<file path="src/rtl/dma_arb_pkg.sv">
package dma_arb_pkg;

  // Handshake phase of the arbiter.
  typedef enum logic [1:0] {
    ARB_IDLE  = 2'd0,  // bus not requested
    ARB_ASK   = 2'd1,  // hold request up, waiting for acknowledge
    ARB_OWN   = 2'd2,  // one channel granted
    ARB_YIELD = 2'd3   // request withdrawn, waiting for acknowledge to fall
  } arb_state_e;

endpackage

</file>
<file path="src/rtl/dma_arb_enable.sv">
module dma_arb_enable #(
  parameter int NUM_CH = 4
) (
  input  logic              clk_i,
  input  logic              rst_ni,
  input  logic              load_i,
  input  logic [NUM_CH-1:0] val_i,
  input  logic [NUM_CH-1:0] dreq_i,
  output logic [NUM_CH-1:0] en_o,
  output logic [NUM_CH-1:0] eligible_o
);

  // One enable flop per channel, each with its own clock enable.
  for (genvar g = 0; g < NUM_CH; g++) begin : g_bit
    logic bit_q;
    logic bit_d;

    always_comb begin
      bit_d = bit_q;
      if (load_i) begin
        bit_d = val_i[g];
      end
    end

    always_ff @(posedge clk_i or negedge rst_ni) begin
      if (!rst_ni) begin
        bit_q <= 1'b0;
      end else begin
        bit_q <= bit_d;
      end
    end

    assign en_o[g]       = bit_q;
    assign eligible_o[g] = bit_q & dreq_i[g];
  end

endmodule

</file>
<file path="src/rtl/dma_arb_pick.sv">
module dma_arb_pick #(
  parameter int NUM_CH = 4,
  parameter int IDX_W  = (NUM_CH > 1) ? $clog2(NUM_CH) : 1
) (
  input  logic [NUM_CH-1:0] req_i,
  input  logic              rotate_i,
  input  logic [IDX_W-1:0]  last_i,
  output logic              found_o,
  output logic [IDX_W-1:0]  idx_o
);

  // Search start: 0 in fixed mode, the channel after the last served in
  // rotating mode.
  logic [IDX_W-1:0] start;

  always_comb begin
    int nxt;
    nxt = int'(last_i) + 1;
    if (nxt >= NUM_CH) begin
      nxt = 0;
    end
    start = rotate_i ? IDX_W'(nxt) : '0;
  end

  // Walk the order from lowest to highest priority; the last hit wins,
  // which is the highest-priority pending channel.
  always_comb begin
    found_o = 1'b0;
    idx_o   = '0;
    for (int k = NUM_CH - 1; k >= 0; k--) begin
      int cand;
      cand = int'(start) + k;
      if (cand >= NUM_CH) begin
        cand = cand - NUM_CH;
      end
      if (req_i[cand]) begin
        found_o = 1'b1;
        idx_o   = IDX_W'(cand);
      end
    end
  end

endmodule

</file>
<file path="src/rtl/dma_arb_fsm.sv">
module dma_arb_fsm
  import dma_arb_pkg::*;
(
  input  logic       clk_i,
  input  logic       rst_ni,
  input  logic       any_req_i,
  input  logic       hold_ack_i,
  input  logic       xfer_done_i,
  output arb_state_e state_o,
  output logic       load_grant_o,
  output logic       retire_o
);

  arb_state_e state_q;
  arb_state_e state_d;

  always_comb begin
    state_d      = state_q;
    load_grant_o = 1'b0;
    retire_o     = 1'b0;
    unique case (state_q)
      ARB_IDLE: begin
        if (any_req_i && !hold_ack_i) begin
          state_d = ARB_ASK;
        end
      end
      ARB_ASK: begin
        if (!any_req_i) begin
          state_d = ARB_YIELD;
        end else if (hold_ack_i) begin
          state_d      = ARB_OWN;
          load_grant_o = 1'b1;
        end
      end
      ARB_OWN: begin
        if (xfer_done_i) begin
          retire_o = 1'b1;
          if (!any_req_i) begin
            state_d = ARB_YIELD;
          end else if (hold_ack_i) begin
            state_d      = ARB_OWN;
            load_grant_o = 1'b1;
          end else begin
            state_d = ARB_ASK;
          end
        end
      end
      ARB_YIELD: begin
        if (!hold_ack_i) begin
          state_d = ARB_IDLE;
        end
      end
      default: state_d = ARB_IDLE;
    endcase
  end

  always_ff @(posedge clk_i or negedge rst_ni) begin
    if (!rst_ni) begin
      state_q <= ARB_IDLE;
    end else begin
      state_q <= state_d;
    end
  end

  assign state_o = state_q;

endmodule

</file>
<file path="src/rtl/dma_req_arbiter.sv">
module dma_req_arbiter
  import dma_arb_pkg::*;
#(
  parameter int  NUM_CH = 4,
  localparam int IDX_W  = (NUM_CH > 1) ? $clog2(NUM_CH) : 1
) (
  input  logic              clk_i,
  input  logic              rst_ni,
  input  logic [NUM_CH-1:0] dreq_i,
  input  logic              mask_load_i,
  input  logic [NUM_CH-1:0] mask_val_i,
  input  logic              rotate_i,
  input  logic              hold_ack_i,
  input  logic              xfer_done_i,
  output logic              hold_req_o,
  output logic [NUM_CH-1:0] dack_n_o,
  output logic              grant_valid_o,
  output logic [IDX_W-1:0]  grant_idx_o
);

  localparam logic [IDX_W-1:0] LastInit = IDX_W'(NUM_CH - 1);

  logic [NUM_CH-1:0] chan_en;
  logic [NUM_CH-1:0] eligible;
  logic              any_req;
  logic              pick_found;
  logic [IDX_W-1:0]  pick_idx;
  logic [IDX_W-1:0]  pick_last;
  arb_state_e        state;
  logic              load_grant;
  logic              retire;
  logic              own;

  logic [IDX_W-1:0]  idx_q;
  logic [IDX_W-1:0]  idx_d;
  logic [IDX_W-1:0]  last_q;
  logic [IDX_W-1:0]  last_d;

  dma_arb_enable #(
    .NUM_CH (NUM_CH)
  ) u_enable (
    .clk_i      (clk_i),
    .rst_ni     (rst_ni),
    .load_i     (mask_load_i),
    .val_i      (mask_val_i),
    .dreq_i     (dreq_i),
    .en_o       (chan_en),
    .eligible_o (eligible)
  );

  assign any_req = |eligible;

  dma_arb_fsm u_fsm (
    .clk_i        (clk_i),
    .rst_ni       (rst_ni),
    .any_req_i    (any_req),
    .hold_ack_i   (hold_ack_i),
    .xfer_done_i  (xfer_done_i),
    .state_o      (state),
    .load_grant_o (load_grant),
    .retire_o     (retire)
  );

  assign own = (state == ARB_OWN);

  // At the end of a transfer the channel being retired already counts as
  // the last served one for the back-to-back pick.
  assign pick_last = own ? idx_q : last_q;

  dma_arb_pick #(
    .NUM_CH (NUM_CH),
    .IDX_W  (IDX_W)
  ) u_pick (
    .req_i    (eligible),
    .rotate_i (rotate_i),
    .last_i   (pick_last),
    .found_o  (pick_found),
    .idx_o    (pick_idx)
  );

  // Granted channel register.
  always_comb begin
    idx_d = idx_q;
    if (load_grant && pick_found) begin
      idx_d = pick_idx;
    end
  end

  // Last-served pointer, updated when a transfer retires.
  always_comb begin
    last_d = last_q;
    if (retire) begin
      last_d = idx_q;
    end
  end

  always_ff @(posedge clk_i or negedge rst_ni) begin
    if (!rst_ni) begin
      idx_q  <= '0;
      last_q <= LastInit;
    end else begin
      idx_q  <= idx_d;
      last_q <= last_d;
    end
  end

  assign hold_req_o    = (state == ARB_ASK) || own;
  assign grant_valid_o = own;
  assign grant_idx_o   = idx_q;

  for (genvar g = 0; g < NUM_CH; g++) begin : g_dack
    assign dack_n_o[g] = !(own && (idx_q == IDX_W'(g)));
  end

endmodule

</file>
<file path="config.mk">
export PLATFORM = sky130hd
export DESIGN_NAME = dma_req_arbiter
export DESIGN_NICKNAME = d
export VERILOG_FILES = /design/src/rtl/dma_arb_pkg.sv /design/src/rtl/dma_arb_enable.sv /design/src/rtl/dma_arb_pick.sv /design/src/rtl/dma_arb_fsm.sv /design/src/rtl/dma_req_arbiter.sv
export SDC_FILE = /design/constraint.sdc
export NUM_CORES = 1
export LEC_CHECK = 0
export ABC_AREA = 1
export CORE_MARGIN = 4
export CORE_UTILIZATION = 47
export CTS_CLUSTER_SIZE = 30
export DETAILED_ROUTE_END_ITERATION = 8
export PLACE_DENSITY = 0.82
export SLEW_MARGIN = 0
export SYNTH_ARGS = -nofsm -noshare
export SYNTH_HDL_FRONTEND = slang
export SYNTH_SLANG_ARGS = --single-unit
</file>
<file path="constraint.sdc">
create_clock -name clk_i -period 1.9 [get_ports clk_i]
set_clock_uncertainty 0.05 [all_clocks]
set_input_delay 0.285 -clock clk_i [delete_from_list [all_inputs] [get_ports clk_i]]
set_output_delay 0.285 -clock clk_i [all_outputs]
set_load 0.01 [all_outputs]
</file>
# ---- Yosys cells after proc, flatten, opt, wreduce, memory -nomap -nowiden
# Index checks and enable logic that the tools add are counted.
dict set report word_totals {
  reg_bits 10
  inputBits 14
}
dict set report op_classes {
  addsub 8
  order_cmp 9
  n_eq_ne 10
  n_mux 41
  n_bitwise 4
  reduce_logical 16
}
# operator n
set ops {}
lappend ops {{$lt 32x4->1 const B} 4}
lappend ops {{$mux 32} 4}
lappend ops {{$ge 32x4->1 const B} 3}
lappend ops {{$sub 32x4->32 const B} 3}
lappend ops {{$mux 2} 14}
lappend ops {{$mux 1} 17}
lappend ops {{$bmux 1 s2} 4}
lappend ops {{$eq 2x2->1 const B} 4}
lappend ops {{$pmux 2 s4} 1}
lappend ops {{$add 2x1->3 const B} 2}
lappend ops {{$add 2x2->3 const B} 2}
lappend ops {{$logic_and 1x1->1} 6}
lappend ops {{$logic_not 1->1} 5}
lappend ops {{$and 1x1->1} 4}
lappend ops {{$eq 2x1->1 const B} 2}
lappend ops {{$logic_not 2->1} 2}
lappend ops {{$ne 2x2->1 const B} 2}
lappend ops {{$reduce_and 4->1} 1}
lappend ops {{$reduce_or 4->1} 1}
lappend ops {{$sub 2x3->4 const B} 1}
lappend ops {{$ge 2x3->1 const B} 1}
lappend ops {{$ge 3x3->1 const B} 1}
lappend ops {{$ne 3x3->1 const B} 1}
lappend ops {{$ne 2x1->1 const B} 1}
lappend ops {{other kinds (2)} 2}

# ---- Logic depth before layout (Yosys ltp)
dict set report logic_depth {
  word_depth 17
  ltp_mapped 15
}

# ---- By module
# From an unflattened synthesis, not the netlist that was laid out.
dict set report hier_totals {
  cells_unflattened 154
  area_unflattened_um2 930.9
}
# mod n_inst cells_per_inst area_per_inst_um2 seq_area_each_um2
set modules_own_cells {}
lappend modules_own_cells {dma_arb_fsm 1 43 262.8 50.0}
lappend modules_own_cells {dma_req_arbiter 1 34 245.2 102.6}
lappend modules_own_cells {dma_arb_pick 1 48 214.0 0.0}
lappend modules_own_cells {dma_arb_enable 1 29 209.0 100.1}

# ---- Least setup slack after synthesis
# No wires, ideal clock.
dict set report synth_timing {
  path_kind {flip-flop to flip-flop}
  start {register u_fsm.state_q[0] (netlist: u_fsm.state_o[0])}
  end {register idx_q[0] (netlist: grant_idx_o[0])}
  t_arrival_ns 1.662
  t_required_ns 1.734
  setup_slack_ns 0.071
  stages_incl_launch_ff 16
  synth_period_minus_slack_ns 1.829
  cell_sequence {dfrtp_1 -> inv_1 -> ha_1 -> inv_2 -> nand2_4 -> nand2_2 -> nor2_2 -> inv_1 -> nand2_2 -> nand2_2 -> nand2_2 -> nand2_2 -> nand3_1 -> nand2_1 -> nand2_1 -> nand2_1}
}
dict set report synth_between {
  elab_chain_cells 17
}
# element line
set synth_lines {}
lappend synth_lines {{start: declaration} dma_arb_fsm.sv:14} ;# arb_state_e state_q;
lappend synth_lines {{start signal: assignment} dma_arb_fsm.sv:61} ;# state_q <= state_d;
lappend synth_lines {{$eq 2x2->1 (*)} dma_req_arbiter.sv:64} ;# assign own = (state == ARB_OWN);
lappend synth_lines {{net grant_valid_o} dma_req_arbiter.sv:17} ;# output logic grant_valid_o,
lappend synth_lines {{$mux 2} dma_req_arbiter.sv:68} ;# assign pick_last = own ? idx_q : last_q;
lappend synth_lines {{$add 2x1->3} dma_arb_pick.sv:18} ;# nxt = int'(last_i) + 1;
lappend synth_lines {{$ge 3x3->1} dma_arb_pick.sv:19} ;# if (nxt >= NUM_CH) begin
lappend synth_lines {{$mux 2} dma_arb_pick.sv:19}
lappend synth_lines {{$mux 2} dma_arb_pick.sv:22} ;# start = rotate_i ? IDX_W'(nxt) : '0;
lappend synth_lines {{$add 2x2->3} dma_arb_pick.sv:32} ;# cand = int'(start) + k;
lappend synth_lines {{$sub 32x4->32 / $ge 32x4->1 (equally long branches)} {dma_arb_pick.sv:34, dma_arb_pick.sv:33}}
lappend synth_lines {{$mux 32} dma_arb_pick.sv:33} ;# if (cand >= NUM_CH) begin
lappend synth_lines {{$bmux 1 s2} dma_arb_pick.sv:36} ;# if (req_i[cand]) begin
lappend synth_lines {{$mux 1 (implied by the code) (2 in a row)} dma_arb_pick.sv:36}
lappend synth_lines {{$mux 1 (4 in a row)} dma_arb_pick.sv:36}
lappend synth_lines {{$logic_and 1x1->1} dma_req_arbiter.sv:84} ;# if (load_grant && pick_found) begin
lappend synth_lines {{end signal: assignment} dma_req_arbiter.sv:102} ;# idx_q <= idx_d;
lappend synth_lines {{end: declaration} dma_req_arbiter.sv:34} ;# logic [IDX_W-1:0] idx_q;
# Mark *: on every way through the listed nets, which the timed path passes. The rest lies on a longest branch. The select of a mux whose other input is x is not followed.
# A chain may end at the register's enable or synchronous reset.

# ---- Worst setup path after layout
dict set report layout_timing {
  start {register u_fsm.state_q[1] (netlist: u_fsm.state_o[1])}
  end {register idx_q[0] (netlist: grant_idx_o[0])}
}
dict set report layout_between {
  elab_chain_cells 17
}
# element line
set layout_lines {}
lappend layout_lines {{$eq 2x2->1} {dma_arb_fsm.sv:21, dma_req_arbiter.sv:64}}
lappend layout_lines {{$mux 2} dma_req_arbiter.sv:68}
lappend layout_lines {{$add 2x1->3} dma_arb_pick.sv:18}
lappend layout_lines {{$ge 3x3->1} dma_arb_pick.sv:19}
lappend layout_lines {{$mux 2} dma_arb_pick.sv:19}
lappend layout_lines {{$mux 2} dma_arb_pick.sv:22}
lappend layout_lines {{$add 2x2->3} dma_arb_pick.sv:32}
lappend layout_lines {{$sub 32x4->32 / $ge 32x4->1 (equally long branches)} {dma_arb_pick.sv:34, dma_arb_pick.sv:33}}
lappend layout_lines {{$mux 32} dma_arb_pick.sv:33}
lappend layout_lines {{$bmux 1 s2} dma_arb_pick.sv:36}
lappend layout_lines {{$mux 1 (implied by the code) (2 in a row)} dma_arb_pick.sv:36}
lappend layout_lines {{$mux 1 (4 in a row)} dma_arb_pick.sv:36}
lappend layout_lines {{$logic_and 1x1->1} dma_req_arbiter.sv:84}
# Several ways; a longest one is shown, not always the timed one. The select of a mux whose other input is x is not followed.

==> reports/results.ini <==
[status]
status = complete, no violations

[job]
maxCapViolCount = 0

[finish]
final_cell_area_mm2 = 0.00115
final_nets = 164
final_cell_mix = nand2_1 (37), clkdlybuf4s50_1 (16), inv_1 (14)
drive_gt1_frac = 0.241
n_antenna_cell = 0
finalNonFillerCells = 161
fin_util = 0.737
area_delta_synth_final_pct = 43.2
layout_commonest_cell = nand2_1

[clock_tree]
clk_path_buf_depth = 2
cts_buffers = 3
htreeDepth = 1
root_buffer = clkbuf_4
tritoncts = built
cts.clk_slew.worst_paths_ns = 0.07
cts_sinks = 10
worstSkewPairLatency_ns = 0.26

[setup_path]
required_ns = 2.00
cp-end-kind = flip-flop
r2r_setup_slack_ns = 0.05
crit_top_cell = nand2_1
rr_endpoint = grant_idx_o[0]
max_stage_delay_ns = 0.39
reg2reg_from = u_fsm.state_o[1]
start_kind = flip-flop
path_cells = buf_6 -> ha_4 -> buf_6 -> nand2_4 -> nand2_2 -> nand2_1 -> nand2_1 -> nor2_2 -> nand2_1 -> nand2_2 -> inv_1 -> nand3_1 -> nand2_1 -> nand2_1 -> nand2_1
slowest_stage = dfrtp_1
rr_worst_depth = 15
worst_ep_arrival_time_ns = 1.95
critical_path_class = flip-flop to flip-flop
crit_buf_inv = 3
worstPathMaxFanout = 5
crit_family = simple AND/OR/NAND/NOR gates

[global_routing]
top_usage_layer = met2
met2_usage = 0.333
antenna_found_initial = 0
grtUsageMet1 = 0.209
use_met3 = 0.0520
gr-usage-all-layers = 0.187
grt_max_degree = 11
grt_pass1_vias = 862
grt_pass1_wl_um = 3530
grt-ovfl-total = 0

[sta]
relSlewSlack = 0.688
worstMarginPinSlew_ns = 0.467
fmax_ghz = 0.540
fin_crit_sh = 0.974
fin_setup_tns_ns = 0
hold_ws_ns = 0.297
finalMaxSlewViolations = 0
setup_viol = 0
hold_viol_final = 0
grt_setup_unrepaired = true
final.min_clock_period_ns = 1.85
fin_ws_ns = 0.0485

[floorplanning]
die_h_um = 49.3
rows = 14
start_util = 0.514
ios = 22
core_area_mm2 = 0.00156
die_w_um = 49.3
die_area_mm2 = 0.00243

[detailed_routing]
drcViolationCount = 0
ant_nets = 0
drt_pass1_iterations = 4
avgViaCountPerCell = 5.45
wl_per_cell_um = 13.9
drtIter0Drc = 32
dr_total_vias = 877
wirelength_um = 2230

[power]
p_per_area_mw_per_mm2 = 1340
fin_total_pwr_mw = 1.54
cellLeakagePower_nw = 0.602
vdd_drop_max_v = 0.000754

[yosys]
netlist-cell-type-count = 19
ys_seq_elements = 10
synth_nets = 133
synth.avg_cell_area_um2 = 6.97
syn_area_um2 = 802
yosysWarnings = 0
synthCells = 115
yosysSeqAreaShare = 0.315

[placement]
pre_cts_ws_ns = 0.0151
port_buffers = 21
routabilityCongestion = 0.825
dp_cells = 155
place_area_mm2 = 0.00105
dp_hpwl_um = 1690

[hold_path]
min_path_type = primary input to asynchronous set/reset pin

## timing repair
action / CTS / global route
endpoints found under the setup margin: 6 / 3
hold buffers: 0 / 0
resized for setup: 8 / 9
pin swaps: 0 / 4
buffers inserted: 1 / 1
## worst max-delay path by stage
stage                                start  slack, ns  cells past startpoint             end
after CTS                 u_fsm.state_o[1]     0.0001                      3      hold_req_o
after detailed placement  u_fsm.state_o[0]       0.02                     14  grant_idx_o[0]
after global placement    u_fsm.state_o[0]       0.06                     15  grant_idx_o[0]
after global routing      u_fsm.state_o[0]      -0.11                     15  grant_idx_o[0]
final                     u_fsm.state_o[1]       0.05                     15  grant_idx_o[0]
after floorplan           u_fsm.state_o[0]       0.07                     15  grant_idx_o[0]
## state kept, by name, indices dropped and copies added, names as in the netlist
| register | count |
|---|---|
| u_enable.g_bit.bit_q | 4 |
| grant_idx_o | 2 |
| last_q | 2 |
| u_fsm.state_o | 2 |
## layer usage
layer / wire, µm / vias to the layer above
li1: - / 433
met5: 0 / -
met4: 0 / 0
met2: 1160 / 28
met1: 947 / 416
met3: 127 / 0
## logic make-up after synthesis
kind of cell | share of synthesized area
AO/OA/AOI/OAI | 0.0811
adder cells (fa/ha/maj) | 0.0624
buffers and inverters | 0.0749
flip-flops | 0.315
multiplexers | 0.0562
AND/OR/NAND/NOR | 0.410
## area by class of cell
cell class / count / area (µm²)
Multi-Input combinational cell: 89 / 527
Clock buffer: 4 / 36.3
Inverter: 16 / 60.1
Fill cell: 121 / 410
Sequential cell: 10 / 253
Tap cell: 16 / 20.0
Timing Repair Buffer: 26 / 253
## worst register-to-register path, delay by kind of cell (launching register included)
family	cells	cell delay, ns
and+or+nand+nor	11	0.82
DFF	1	0.39
buffers and inverters	3	0.30
adders and majority gates	1	0.18
## where the power goes
group,leakage [nW],switching [mW],total (mW),internal (mW)
clock network,0.0210,0.0704,0.186,0.116
registers,0.118,0.0730,0.367,0.294
logic,0.464,0.572,0.985,0.413
total,0.602,0.715,1.54,0.824
## synth_stat cells
| cell type | n | area [µm²] |
|---|---|---|
| inv_1 | 15 | 56.3 |
| nand2_4 | 1 | 11.3 |
| mux2_2 | 4 | 45.0 |
| nand3_1 | 10 | 50.1 |
| dfstp_2 | 2 | 52.6 |
| a21oi_2 | 1 | 8.76 |
| nand2_2 | 7 | 43.8 |
| dfrtp_1 | 8 | 200 |
| o21ai_0 | 4 | 20.0 |
| nor2_1 | 5 | 18.8 |
| nand4_1 | 5 | 31.3 |
| nand2_1 | 40 | 150 |
| inv_2 | 1 | 3.75 |
| ha_1 | 4 | 50.1 |
| a21oi_1 | 4 | 20.0 |
| nand3_4 | 1 | 17.5 |
| nor2_2 | 1 | 6.26 |
| o31ai_1 | 1 | 7.51 |
| o21ai_2 | 1 | 8.76 |
No activity file was read; power rests on OpenSTA's default activity.
